===== src/rtl/scan_parent_seq_pkg.sv =====
package scan_parent_seq_pkg;

  // Strobes from control to datapath, already resolved for priority
  typedef struct packed {
    logic loadShift;   // reload shift counter
    logic stepShift;   // decrement shift counter (nonzero only)
    logic clearPat;    // zero the pattern counter
    logic bumpPat;     // advance the pattern counter
  } seqStrobes_t;

  // Status from datapath back to control
  typedef struct packed {
    logic shiftZero;   // shift counter == 0
    logic shiftOne;    // shift counter == 1
    logic patMax;      // pattern counter all ones
    logic topBump;     // next increment changes the parent bits
  } seqStatus_t;

endpackage


===== src/rtl/scan_parent_seq_dp.sv =====
module scan_parent_seq_dp
  import scan_parent_seq_pkg::*;
#(
  parameter int PAT_W     = 10,
  parameter int SEL_W     = 2,
  parameter int SHIFT_W   = 8,
  parameter int CHAIN_LEN = 200
) (
  input  logic             clk,
  input  logic             rstN,
  input  seqStrobes_t      strobes,
  output seqStatus_t       status,
  output logic             waveBit,
  output logic [SEL_W-1:0] parentSel
);

  localparam int LOW_W = PAT_W - SEL_W;
  localparam logic [SHIFT_W-1:0] LOAD_VAL = SHIFT_W'(CHAIN_LEN);

  logic [SHIFT_W-1:0] shiftCnt;
  logic [PAT_W-1:0]   patCnt;
  logic [SEL_W-1:0]   matchBits;

  // Shift counter: load has priority; stepping is pre-qualified by control
  always_ff @(posedge clk or negedge rstN) begin
    if (!rstN) begin
      shiftCnt <= '0;
    end else if (strobes.loadShift) begin
      shiftCnt <= LOAD_VAL;
    end else if (strobes.stepShift) begin
      shiftCnt <= shiftCnt - 1'b1;
    end
  end

  // Pattern counter: clear has priority over increment
  always_ff @(posedge clk or negedge rstN) begin
    if (!rstN) begin
      patCnt <= '0;
    end else if (strobes.clearPat) begin
      patCnt <= '0;
    end else if (strobes.bumpPat) begin
      patCnt <= patCnt + 1'b1;
    end
  end

  // Bitwise comparator between shift position and parent index
  for (genvar i = 0; i < SEL_W; i++) begin : gCmp
    assign matchBits[i] = shiftCnt[i] ~^ patCnt[LOW_W + i];
  end

  assign waveBit   = ~&matchBits;
  assign parentSel = patCnt[PAT_W-1 -: SEL_W];

  always_comb begin
    status.shiftZero = (shiftCnt == '0);
    status.shiftOne  = (shiftCnt == SHIFT_W'(1));
    status.patMax    = &patCnt;
    status.topBump   = &patCnt[LOW_W-1:0];
  end

endmodule


===== src/rtl/scan_parent_seq_ctrl.sv =====
module scan_parent_seq_ctrl
  import scan_parent_seq_pkg::*;
(
  input  logic        clk,
  input  logic        rstN,
  input  logic        clrPat,
  input  logic        incPat,
  input  logic        loadShift,
  input  logic        decShift,
  input  logic        childEn,
  input  seqStatus_t  status,
  output seqStrobes_t strobes,
  output logic        flipEn,
  output logic        shifting,
  output logic        parentChange,
  output logic        testDone
);

  logic holdParent;
  logic loadDone;
  logic parentMove;

  always_comb begin
    strobes.loadShift = loadShift;
    strobes.stepShift = decShift & ~loadShift & ~status.shiftZero;
    strobes.clearPat  = clrPat;
    strobes.bumpPat   = incPat & ~clrPat;
  end

  assign loadDone   = strobes.stepShift & status.shiftOne;
  assign parentMove = strobes.bumpPat & status.topBump;

  // A fresh parent is held clean until one full load completes
  always_ff @(posedge clk or negedge rstN) begin
    if (!rstN) begin
      holdParent <= 1'b1;
    end else if (strobes.clearPat || parentMove) begin
      holdParent <= 1'b1;
    end else if (loadDone) begin
      holdParent <= 1'b0;
    end
  end

  always_ff @(posedge clk or negedge rstN) begin
    if (!rstN) begin
      parentChange <= 1'b0;
      testDone     <= 1'b0;
    end else begin
      parentChange <= parentMove & ~status.patMax;
      testDone     <= strobes.bumpPat & status.patMax;
    end
  end

  assign shifting = ~status.shiftZero;
  assign flipEn   = childEn & ~holdParent & ~status.shiftZero;

endmodule


===== src/rtl/scan_parent_seq.sv =====
module scan_parent_seq
  import scan_parent_seq_pkg::*;
#(
  parameter int PAT_W     = 10,
  parameter int SEL_W     = 2,
  parameter int SHIFT_W   = 8,
  parameter int CHAIN_LEN = 200
) (
  input  logic             clk,
  input  logic             rstN,
  input  logic             clrPat,
  input  logic             incPat,
  input  logic             loadShift,
  input  logic             decShift,
  input  logic             childEn,
  output logic             waveBit,
  output logic             flipEn,
  output logic             shifting,
  output logic             parentChange,
  output logic             testDone,
  output logic [SEL_W-1:0] parentSel
);

  seqStrobes_t strobes;
  seqStatus_t  status;

  scan_parent_seq_ctrl uCtrl (
    .clk          (clk),
    .rstN         (rstN),
    .clrPat       (clrPat),
    .incPat       (incPat),
    .loadShift    (loadShift),
    .decShift     (decShift),
    .childEn      (childEn),
    .status       (status),
    .strobes      (strobes),
    .flipEn       (flipEn),
    .shifting     (shifting),
    .parentChange (parentChange),
    .testDone     (testDone)
  );

  scan_parent_seq_dp #(
    .PAT_W     (PAT_W),
    .SEL_W     (SEL_W),
    .SHIFT_W   (SHIFT_W),
    .CHAIN_LEN (CHAIN_LEN)
  ) uDp (
    .clk       (clk),
    .rstN      (rstN),
    .strobes   (strobes),
    .status    (status),
    .waveBit   (waveBit),
    .parentSel (parentSel)
  );

endmodule


===== config.mk =====
export PLATFORM = sky130hd
export DESIGN_NAME = scan_parent_seq
export DESIGN_NICKNAME = d
export VERILOG_FILES = /design/src/rtl/scan_parent_seq_pkg.sv /design/src/rtl/scan_parent_seq_dp.sv /design/src/rtl/scan_parent_seq_ctrl.sv /design/src/rtl/scan_parent_seq.sv
export SDC_FILE = /design/constraint.sdc
export NUM_CORES = 1
export LEC_CHECK = 0
export ABC_AREA = 1
export BUFFER_PORTS_ARGS = -buffer_cell sky130_fd_sc_hd__clkbuf_2
export CORE_ASPECT_RATIO = 0.75
export CORE_UTILIZATION = 60
export DETAILED_ROUTE_END_ITERATION = 8
export PLACE_DENSITY = 0.85
export SLEW_MARGIN = 25
export SYNTH_ARGS = -nofsm -noshare
export SYNTH_HDL_FRONTEND = slang
export SYNTH_SLANG_ARGS = --single-unit

===== constraint.sdc =====
create_clock -name clk -period 2.7 [get_ports clk]
set_input_delay 0.135 -clock clk [delete_from_list [all_inputs] [get_ports clk]]
set_output_delay 0.135 -clock clk [all_outputs]
set_load 0.05 [all_outputs]

=== After elaboration in Yosys (flattened, before gate mapping) ===
Index checks and enable logic that the tools add are counted.

* Flip-flop bits (word level): 21
* Input bits: 7
* Output and inout port bits: 7
* Word-level logic and storage cells: 39

* $add $sub $neg: 2
* Equality and inequality tests: 1
* Multiplexer cells: 6
* Bitwise logic cells: 16
* Reduce and logical (&&, ||, !) cells: 9

{| class="wikitable"
|+ Operator list
! kind !! number
|-
| $mux 10 || 2
|-
| $mux 8 || 2
|-
| $add 10x1->10 const B || 1
|-
| $reduce_and 10->1 || 1
|-
| $and 1x1->1 || 9
|-
| $eq 8x1->1 const B || 1
|-
| $logic_not 8->1 || 1
|-
| $reduce_and 8->1 || 1
|-
| $sub 8x1->8 const B || 1
|-
| $reduce_bool 2->1 || 3
|-
| $not 1->1 || 5
|-
| $mux 1 || 2
|-
| $reduce_and 2->1 || 1
|-
| $xnor 1x1->1 || 2
|-
| $logic_not 1->1 || 1
|-
| $logic_or 1x1->1 || 1
|}

=== Longest topological paths before layout ===
Gate-level depths: netlist of the first run.

* Word-level depth: 6
* Depth in mapped cells: 8
* Gate-level depth less buffers: 8

=== Modules after synthesis ===
A second synthesis of the first run with hierarchy kept.

* Cells, all modules: 163
* Area, all modules: 1,202.4 µm²

{| class="wikitable"
|+ Modules (own cells, without submodules)
! module !! times used !! cells each !! area each (µm²) !! sequential area each (µm²)
|-
| scan_parent_seq_dp || 1 || 145 || 1,046.0 || 450.4
|-
| scan_parent_seq_ctrl || 1 || 18 || 156.4 || 76.3
|}

=== Worst setup path after synthesis of the first run ===
OpenSTA, ideal clock, no wires.

* Kind: reg-to-output
* From: reg uDp.shiftCnt[0]
* To: out flipEn
* Data arrival time: 1.912 ns
* Data required time: 2.565 ns
* Slack: 0.653 ns
* Cell stages (with the launch flop): 8
* Buffers on the path: 0
* Cells stage by stage: dfrtp_1 > inv_1 > ha_1 > nand2_4 > nor2_4 > inv_1 > nand2_1 > nor2_1

* Cells in the longest elaborated chain, start to end: 3

{| class="wikitable"
|+ Ends and longest elaborated chain
! element !! RTL line !! text
|-
| from (decl) || scan_parent_seq_dp.sv:20 || <nowiki>logic [SHIFT_W-1:0] shiftCnt;</nowiki>
|-
| from (signal assigned) || scan_parent_seq_dp.sv:31 || <nowiki>shiftCnt <= shiftCnt - 1'b1;</nowiki>
|-
| $logic_not 8->1 || scan_parent_seq_dp.sv:55 || <nowiki>status.shiftZero = (shiftCnt == '0);</nowiki>
|-
| $not 1->1 || n/a ||
|-
| net shifting || scan_parent_seq.sv:18 || <nowiki>output logic shifting,</nowiki>
|-
| $and 1x1->1 || scan_parent_seq_ctrl.sv:55 || <nowiki>assign flipEn = childEn & ~holdParent & ~status.shiftZero;</nowiki>
|-
| to (decl) || scan_parent_seq.sv:17 || <nowiki>output logic flipEn,</nowiki>
|}

The timed path passes the listed nets, and every way through them passes these cells.

=== Worst setup path in the final report of the first run ===
* From: reg uDp.shiftCnt[0]
* To: out flipEn

* Cells in the longest elaborated chain, start to end: 3

{| class="wikitable"
|+ Ends and longest elaborated chain
! element !! RTL line
|-
| $logic_not 8->1 || scan_parent_seq_dp.sv:55
|-
| $not 1->1 || scan_parent_seq_ctrl.sv:55
|-
| $and 1x1->1 || scan_parent_seq_ctrl.sv:55
|}

Every way passes these cells.

==> results.sh, run 1 <==
export IMPL_finalSetupViolations=0
export IMPL_synth_seq_area_share_pct=42.9
export IMPL_globalplace_congestion=0.825
export IMPL_ant_nets=0
export IMPL_die_w_microns=54.3
export IMPL_numCtsBuffers=3
export IMPL_switching_power_uw=258
export IMPL_syn_num_nets=170
export IMPL_fin_crit_ns=1.89
export IMPL_clkTransAtPathRegs_ns=0.11
export IMPL_cp_arrival_ns=1.75
export IMPL_drive_above_1_share_pct=16.7
export IMPL_synth_cell_type_count=26
export IMPL_avgSynthCellArea_sq_um=7.73
export IMPL_cts_buffer_depth=2
export IMPL_crit_required_ns=2.57
export IMPL_power_leakage_uw=0.000684
export IMPL_p_sw_share_pct=35.5
export IMPL_regToRegSetupSlack_ns=1.19
export IMPL_crit_fanout=7
export IMPL_grt_pass1_vias=872
export IMPL_place_area_sq_mm=0.00130
export IMPL_grt_setup_unrepaired="false"
export IMPL_rows=13
export IMPL_async_flop_share_pct=100
export IMPL_syn_area_sq_mm=0.00123
export IMPL_cts_setup_buffers=0
export IMPL_crit_end="flipEn"
export IMPL_cts_tree="done"
export IMPL_outcome="complete, no violations"
export IMPL_die_area_sq_mm=0.00223
export IMPL_dp_hpwl_microns=2010
export IMPL_die_height_microns=41.2
export IMPL_reg2reg_to="uDp.patCnt[8]$_DFFE_PN0P_"
export IMPL_vias=1089
export IMPL_path_class="flip-flop to output port"
export IMPL_firstDrtPassIters=7
export IMPL_fillCellCount=133
export IMPL_clkPwrFrac_pct=20.6
export IMPL_fin_setup_tns_ns=0
export IMPL_startpoint_type="flip-flop"
export IMPL_p_per_area_mw_per_mm2=544
export IMPL_post_drt_wl_per_cell_microns=13.1
export IMPL_antenna_found_initial=0
export IMPL_via_per_inst=5.56
export IMPL_overflow=0
export IMPL_max_vdd_ir_drop_mv=0.374
export IMPL_pre_cts_ws_ns=1.16
export IMPL_grt_pass1_wl_microns=3950
export IMPL_cts_hold_buf=1
export IMPL_period_share_pct=69.9
export IMPL_synth_edf_count=0
export IMPL_worst_pin_slew_ns=0.512
export IMPL_finalHoldViolations=0
export IMPL_initial_core_util_pct=67.4
export IMPL_routed_wl_microns=2570
export IMPL_synthCells=159
export IMPL_area_growth_pct=8.66
export IMPL_ctsResizeCount=0
export IMPL_clock_root_buffer="clkbuf_4"
export IMPL_fin_worst_skew_ns=0.00143
export IMPL_clock_latency_ns=0.30
export IMPL_hold_depth=3
export IMPL_maxCapViolations=0
export IMPL_synth_seq_cells=21
export IMPL_reg2reg_from="uDp.patCnt[0]$_DFFE_PN0P_"
export IMPL_layout_setup_ws_ns=0.812
export IMPL_dp_cells=191
export IMPL_io_pins=14
export IMPL_pwr_share_comb_pct=27.7
export IMPL_fmax_ghz=0.530
export IMPL_critPathLaunch="uDp.shiftCnt[0]$_DFFE_PN0P_"
export IMPL_final_cells=196
export IMPL_nNetsFinal=186
export IMPL_crit_path_end_kind="output port"
export IMPL_final_max_slew_violation_count=0
export IMPL_numClockSinks=21
export IMPL_worst_hold_slack_ns=0.101
export IMPL_numPortBuffers=13
export IMPL_remaining_drc_errors=0
export IMPL_hp_class="input port to flip-flop"
export IMPL_grt_start_max_net_pins=22
export IMPL_core_sq_mm=0.00182
export IMPL_finalInstanceArea_sq_mm=0.00134
export IMPL_htreeDepth=1
export IMPL_ys_flop_type="dfrtp_1"
export IMPL_drt_iter0_markers=45
export IMPL_synth_warnings=0
export IMPL_grt_use_total_pct=26.2
export IMPL_r2r_cells=8
export IMPL_antenna_cells=0
export IMPL_p_seq_share_pct=51.7
export IMPL_slew_headroom_pct=65.8
export IMPL_p_int_uw=468
critical path, cell delays in order, from the launching register on:
cell and delay [ns]:
dfrtp_1 0.43, inv_1 0.20, ha_1 0.23, nand2_4 0.08
nor2_4 0.14, inv_1 0.07, nand2_1 0.05, nor2_1 0.03
clkbuf_2 0.22
how the worst min path moves through the flow:
stage          startpoint                            to  slack (ns)
2_1_floorplan        rstN  uCtrl.parentChange$_DFF_PN0_       -0.16
3_3_place_gp         rstN      uCtrl.testDone$_DFF_PN0_        0.13
3_5_place_dp         rstN      uCtrl.testDone$_DFF_PN0_        0.13
4_1_cts            clrPat  uCtrl.holdParent$_DFFE_PN1P_         0.1
5_1_grt            clrPat     uDp.patCnt[3]$_DFFE_PN0P_        0.11
6_report           clrPat  uCtrl.holdParent$_DFFE_PN1P_        0.10
cells by family after synthesis:
| group | after synthesis | synth area share (%) |
|---|---|---|
| AOI/OAI and AO/OA | 19 | 9.17 |
| and+or+nand+nor | 91 | 34.8 |
| DFF | 21 | 42.9 |
| adders and majority gates | 4 | 4.07 |
| buffers and inverters | 22 | 7.64 |
| xor gates and xnor gates | 2 | 1.43 |
placed cells by master (no fill, tap or decap), types with 2 or more instances in the layout:
cell type | netlist | routed
ha_1 | 4 | 4
o21ai_1 | 3 | 3
nor2_4 | 4 | 4
nor2_1 | 18 | 18
nand3_1 | 15 | 15
nand2_1 | 42 | 42
nand4_1 | 6 | 6
inv_1 | 17 | 17
nor3_1 | 2 | 2
inv_2 | 2 | 2
clkbuf_2 | 0 | 13
o21ai_0 | 4 | 4
clkbuf_4 | 0 | 3
dfrtp_1 | 20 | 20
a21oi_1 | 7 | 7
registers in the layout, indices dropped and copies added (netlist names):
signal / count
uDp.shiftCnt: 8
uCtrl.testDone: 1
uCtrl.holdParent: 1
uCtrl.parentChange: 1
uDp.patCnt: 10
Yosys cell counts (2+ instances only):
master	instances	area, sq um
nor2_4	4	45.0
inv_2	2	7.51
nor3_1	2	10.0
o21ai_0	4	20.0
nand4_1	6	37.5
o21ai_1	3	15.0
a21oi_1	7	35.0
buf_4	3	22.5
inv_1	17	63.8
nand2_1	42	158
nor2_1	18	67.6
nand3_1	15	75.1
ha_1	4	50.1
dfrtp_1	20	500
final cells by class:
class                      instances  area [sq um]  share of cell area (%)
inverter                          19          71.3                    5.34
multi-input combinational        116           608                    45.5
timing repair buffer              14          75.1                    5.62
tap                               22          27.5                    2.06
clock buffer                       4          26.3                    1.97
sequential                        21           527                    39.5
layer usage:
metal	GRT usage [%]	vias to the layer above	part of all wire, %
met1	36.3	491	47
met4	3.85	0	0.039
li1	-	546	-
met5	0	-	0
met3	7.78	2	7.2
met2	41.2	50	46
per-stage QoR:
stage	total power [uW]	util, %
after floorplan	528	-
after global placement	566	71.3
after detailed placement	579	71.3
after CTS	728	73.3
after global routing	766	73.3
final	726	73.3
power groups by stage:
stage	Sequential [uW]	Clock [uW]	Combinational, uW
after detailed placement	381	0	199
final	375	150	201
after CTS	374	153	201
after global routing	379	161	226
after floorplan	374	0	154
after global placement	378	0	188
No activity file was read; power rests on OpenSTA's default activity.
==> inputs of run 2 (changes only) <==
- CORE_UTILIZATION: 60 -> 51
- PLACE_DENSITY: 0.85 -> 0.77
- clock period: 2.7 -> 1.6 ns (I/O delays scaled with it)
==> run 2 against run 1 <==
The flow now finishes with violations (setup timing). Via count up 10%. Flip-flop and latch count did not move. Cell count rose by 14%. Clock-buffer cell count is the same. Power grew 89%. Utilization decreased by 1.7 points. Clock power is 75% higher. Critical path depth unchanged. Hold slack lost 0.066 ns.
==> results.sh, run 2 (synthesis results as in run 1) <==
export IMPL_outcome="complete, but fails checks"
export IMPL_violations="setup timing"
export IMPL_top_usage_layer="met2"
export IMPL_area_growth_pct=24.4
export IMPL_multi_input_area_sq_um=638
export IMPL_core_sq_mm=0.00214
export IMPL_crit_path_top_delay_cell="dfrtp_1"
export IMPL_grt_pass1_wl_microns=4760
export IMPL_slew_headroom_pct=65.4
export IMPL_p_per_area_mw_per_mm2=898
export IMPL_clock_root_buffer="clkbuf_4"
export IMPL_clkTransAtPathRegs_ns=0.12
export IMPL_period_share_pct=100
export IMPL_largest_register="uDp.patCnt"
export IMPL_globalplace_congestion=0.859
export IMPL_layout_setup_ws_ns=-0.00375
export IMPL_crit_chain="inv_2 > ha_4 > nand2_4 > nor2_4 > clkinvlp_4 > nand2_2 > nor2_4 > buf_8"
export IMPL_numPortBuffers=13
export IMPL_hp_class="input port to flip-flop"
export IMPL_io_pins=14
export IMPL_layout_common_cells="41 x nand2_1, 18 x buf_4, 18 x dfrtp_1"
export IMPL_seqCellArea_sq_um=529
export IMPL_fillCellCount=157
export IMPL_grt_pass1_vias=1115
export IMPL_fin_worst_skew_ns=0.00695
export IMPL_drt_iter0_markers=63
export IMPL_finalInstanceArea_sq_mm=0.00153
export IMPL_post_drt_wl_per_cell_microns=13.8
export IMPL_path_class="flip-flop to output port"
export IMPL_place_area_sq_mm=0.00135
export IMPL_startpoint_type="flip-flop"
export IMPL_crit_path_end_kind="output port"
export IMPL_routed_wl_microns=3080
export IMPL_worst_hold_slack_ns=0.0342
export IMPL_numClockSinks=21
export IMPL_firstDrtPassIters=4
export IMPL_crit_required_ns=1.52
export IMPL_vias=1202
export IMPL_grt_setup_unrepaired="true"
export IMPL_antenna_cells=0
export IMPL_via_per_inst=5.37
export IMPL_nNetsFinal=204
export IMPL_met3_usage_pct=7.31
export IMPL_die_w_microns=58.7
export IMPL_final_max_slew_violation_count=0
export IMPL_numCtsBuffers=3
export IMPL_largest_register_ffs=10
export IMPL_remaining_drc_errors=0
export IMPL_htreeDepth=1
export IMPL_fmax_ghz=0.624
export IMPL_power_leakage_uw=0.000770
export IMPL_finalSetupViolations=1
export IMPL_die_area_sq_mm=0.00261
export IMPL_overflow=0
export IMPL_cts_tree="done"
export IMPL_maxCapViolations=0
export IMPL_clock_latency_ns=0.31
export IMPL_crit_fanout=2
export IMPL_fin_crit_ns=1.60
export IMPL_mostFrequentLayoutCell="nand2_1"
export IMPL_use_met2_pct=40.5
export IMPL_grt_start_max_net_pins=22
export IMPL_grt_use_total_pct=25.3
export IMPL_cp_slowest_stage_delay_ns=0.41
export IMPL_critPathTopFamily="flip-flops"
export IMPL_biggestRegsByFlops="uDp.patCnt x10, uDp.shiftCnt x8"
export IMPL_cp_arrival_ns=1.52
export IMPL_finalHoldViolations=0
export IMPL_rows=14
export IMPL_die_height_microns=44.5
export IMPL_antenna_found_initial=0
export IMPL_initial_core_util_pct=57.5
export IMPL_drive_above_1_share_pct=30.2
export IMPL_cts_buffer_depth=2
export IMPL_dp_hpwl_microns=1950
export IMPL_worst_pin_slew_ns=0.520
export IMPL_post_route_util_pct=71.5
export IMPL_pre_cts_ws_ns=0.137
export IMPL_use_met1_pct=32.5
export IMPL_crit_top_cell="nor2_4"
export IMPL_max_vdd_ir_drop_mv=0.613
export IMPL_crit_buf_inv=3
export IMPL_ant_nets=0
-- run 2: worst paths after layout --
check / start / end / slack, ns / cells past startpoint
min in group asynchronous: rstN / uCtrl.parentChange$_DFF_PN0_ / 0.28 / 2
max: uDp.shiftCnt[0]$_DFFE_PN0P_ / flipEn / -0.004 / 8
max reg2reg: uDp.shiftCnt[0]$_DFFE_PN0P_ / uDp.shiftCnt[4]$_DFFE_PN0P_ / 0.11 / 7
max in group asynchronous: rstN / uDp.shiftCnt[3]$_DFFE_PN0P_ / 0.94 / 2
min reg2reg: uDp.patCnt[0]$_DFFE_PN0P_ / uDp.patCnt[0]$_DFFE_PN0P_ / 0.51 / 1
min: clrPat / uCtrl.holdParent$_DFFE_PN1P_ / 0.03 / 3
-- run 2: final cells by class --
type	instances	share of cell area, %
repair buffers	32	14.4
clock buffers	4	1.72
inverters	19	4.91
well taps	32	2.62
multi-input cells	116	41.7
flip-flops and latches	21	34.6
-- run 2: worst register-to-register path: cells and delay by family (launching register included) --
kind / cells / cell delay [ns]
compound gates: 1 / 0.25
fa+ha+maj: 1 / 0.28
buf+inv: 3 / 0.34
flops: 1 / 0.39
simple gates: 2 / 0.15
-- run 2: timing repair --
item	in CTS	in global routing
resized for setup	6	9
setup endpoints to repair	2	3
hold buffers	1	0
pin swaps	4	4
endpoints found under the hold margin	20	0
buffers inserted	9	6
-- run 2: power by group --
part           leakage [uW]  switching (uW)  internal (uW)
Sequential         0.000274            51.2            580
Clock             0.0000150             166           97.2
Combinational      0.000481             275            205
-- run 2: per-stage QoR --
stage	total power [uW]	instances	setup TNS, ns
after floorplan	893	159	0
after global placement	982	204	0
after detailed placement	994	204	0
after CTS	1300	218	0
after global routing	1460	224	-0.101
final	1370	224	-0.00375
-- run 2: layer usage --
| metal | routed length, microns | vias up | part of all wire (%) |
|---|---|---|---|
| met3 | 245 | 6 | 7.9 |
| met1 | 1340 | 558 | 44 |
| met2 | 1430 | 58 | 46 |
| met5 | 0 | - | 0 |
| li1 | - | 580 | - |
| met4 | 65 | 0 | 2.1 |
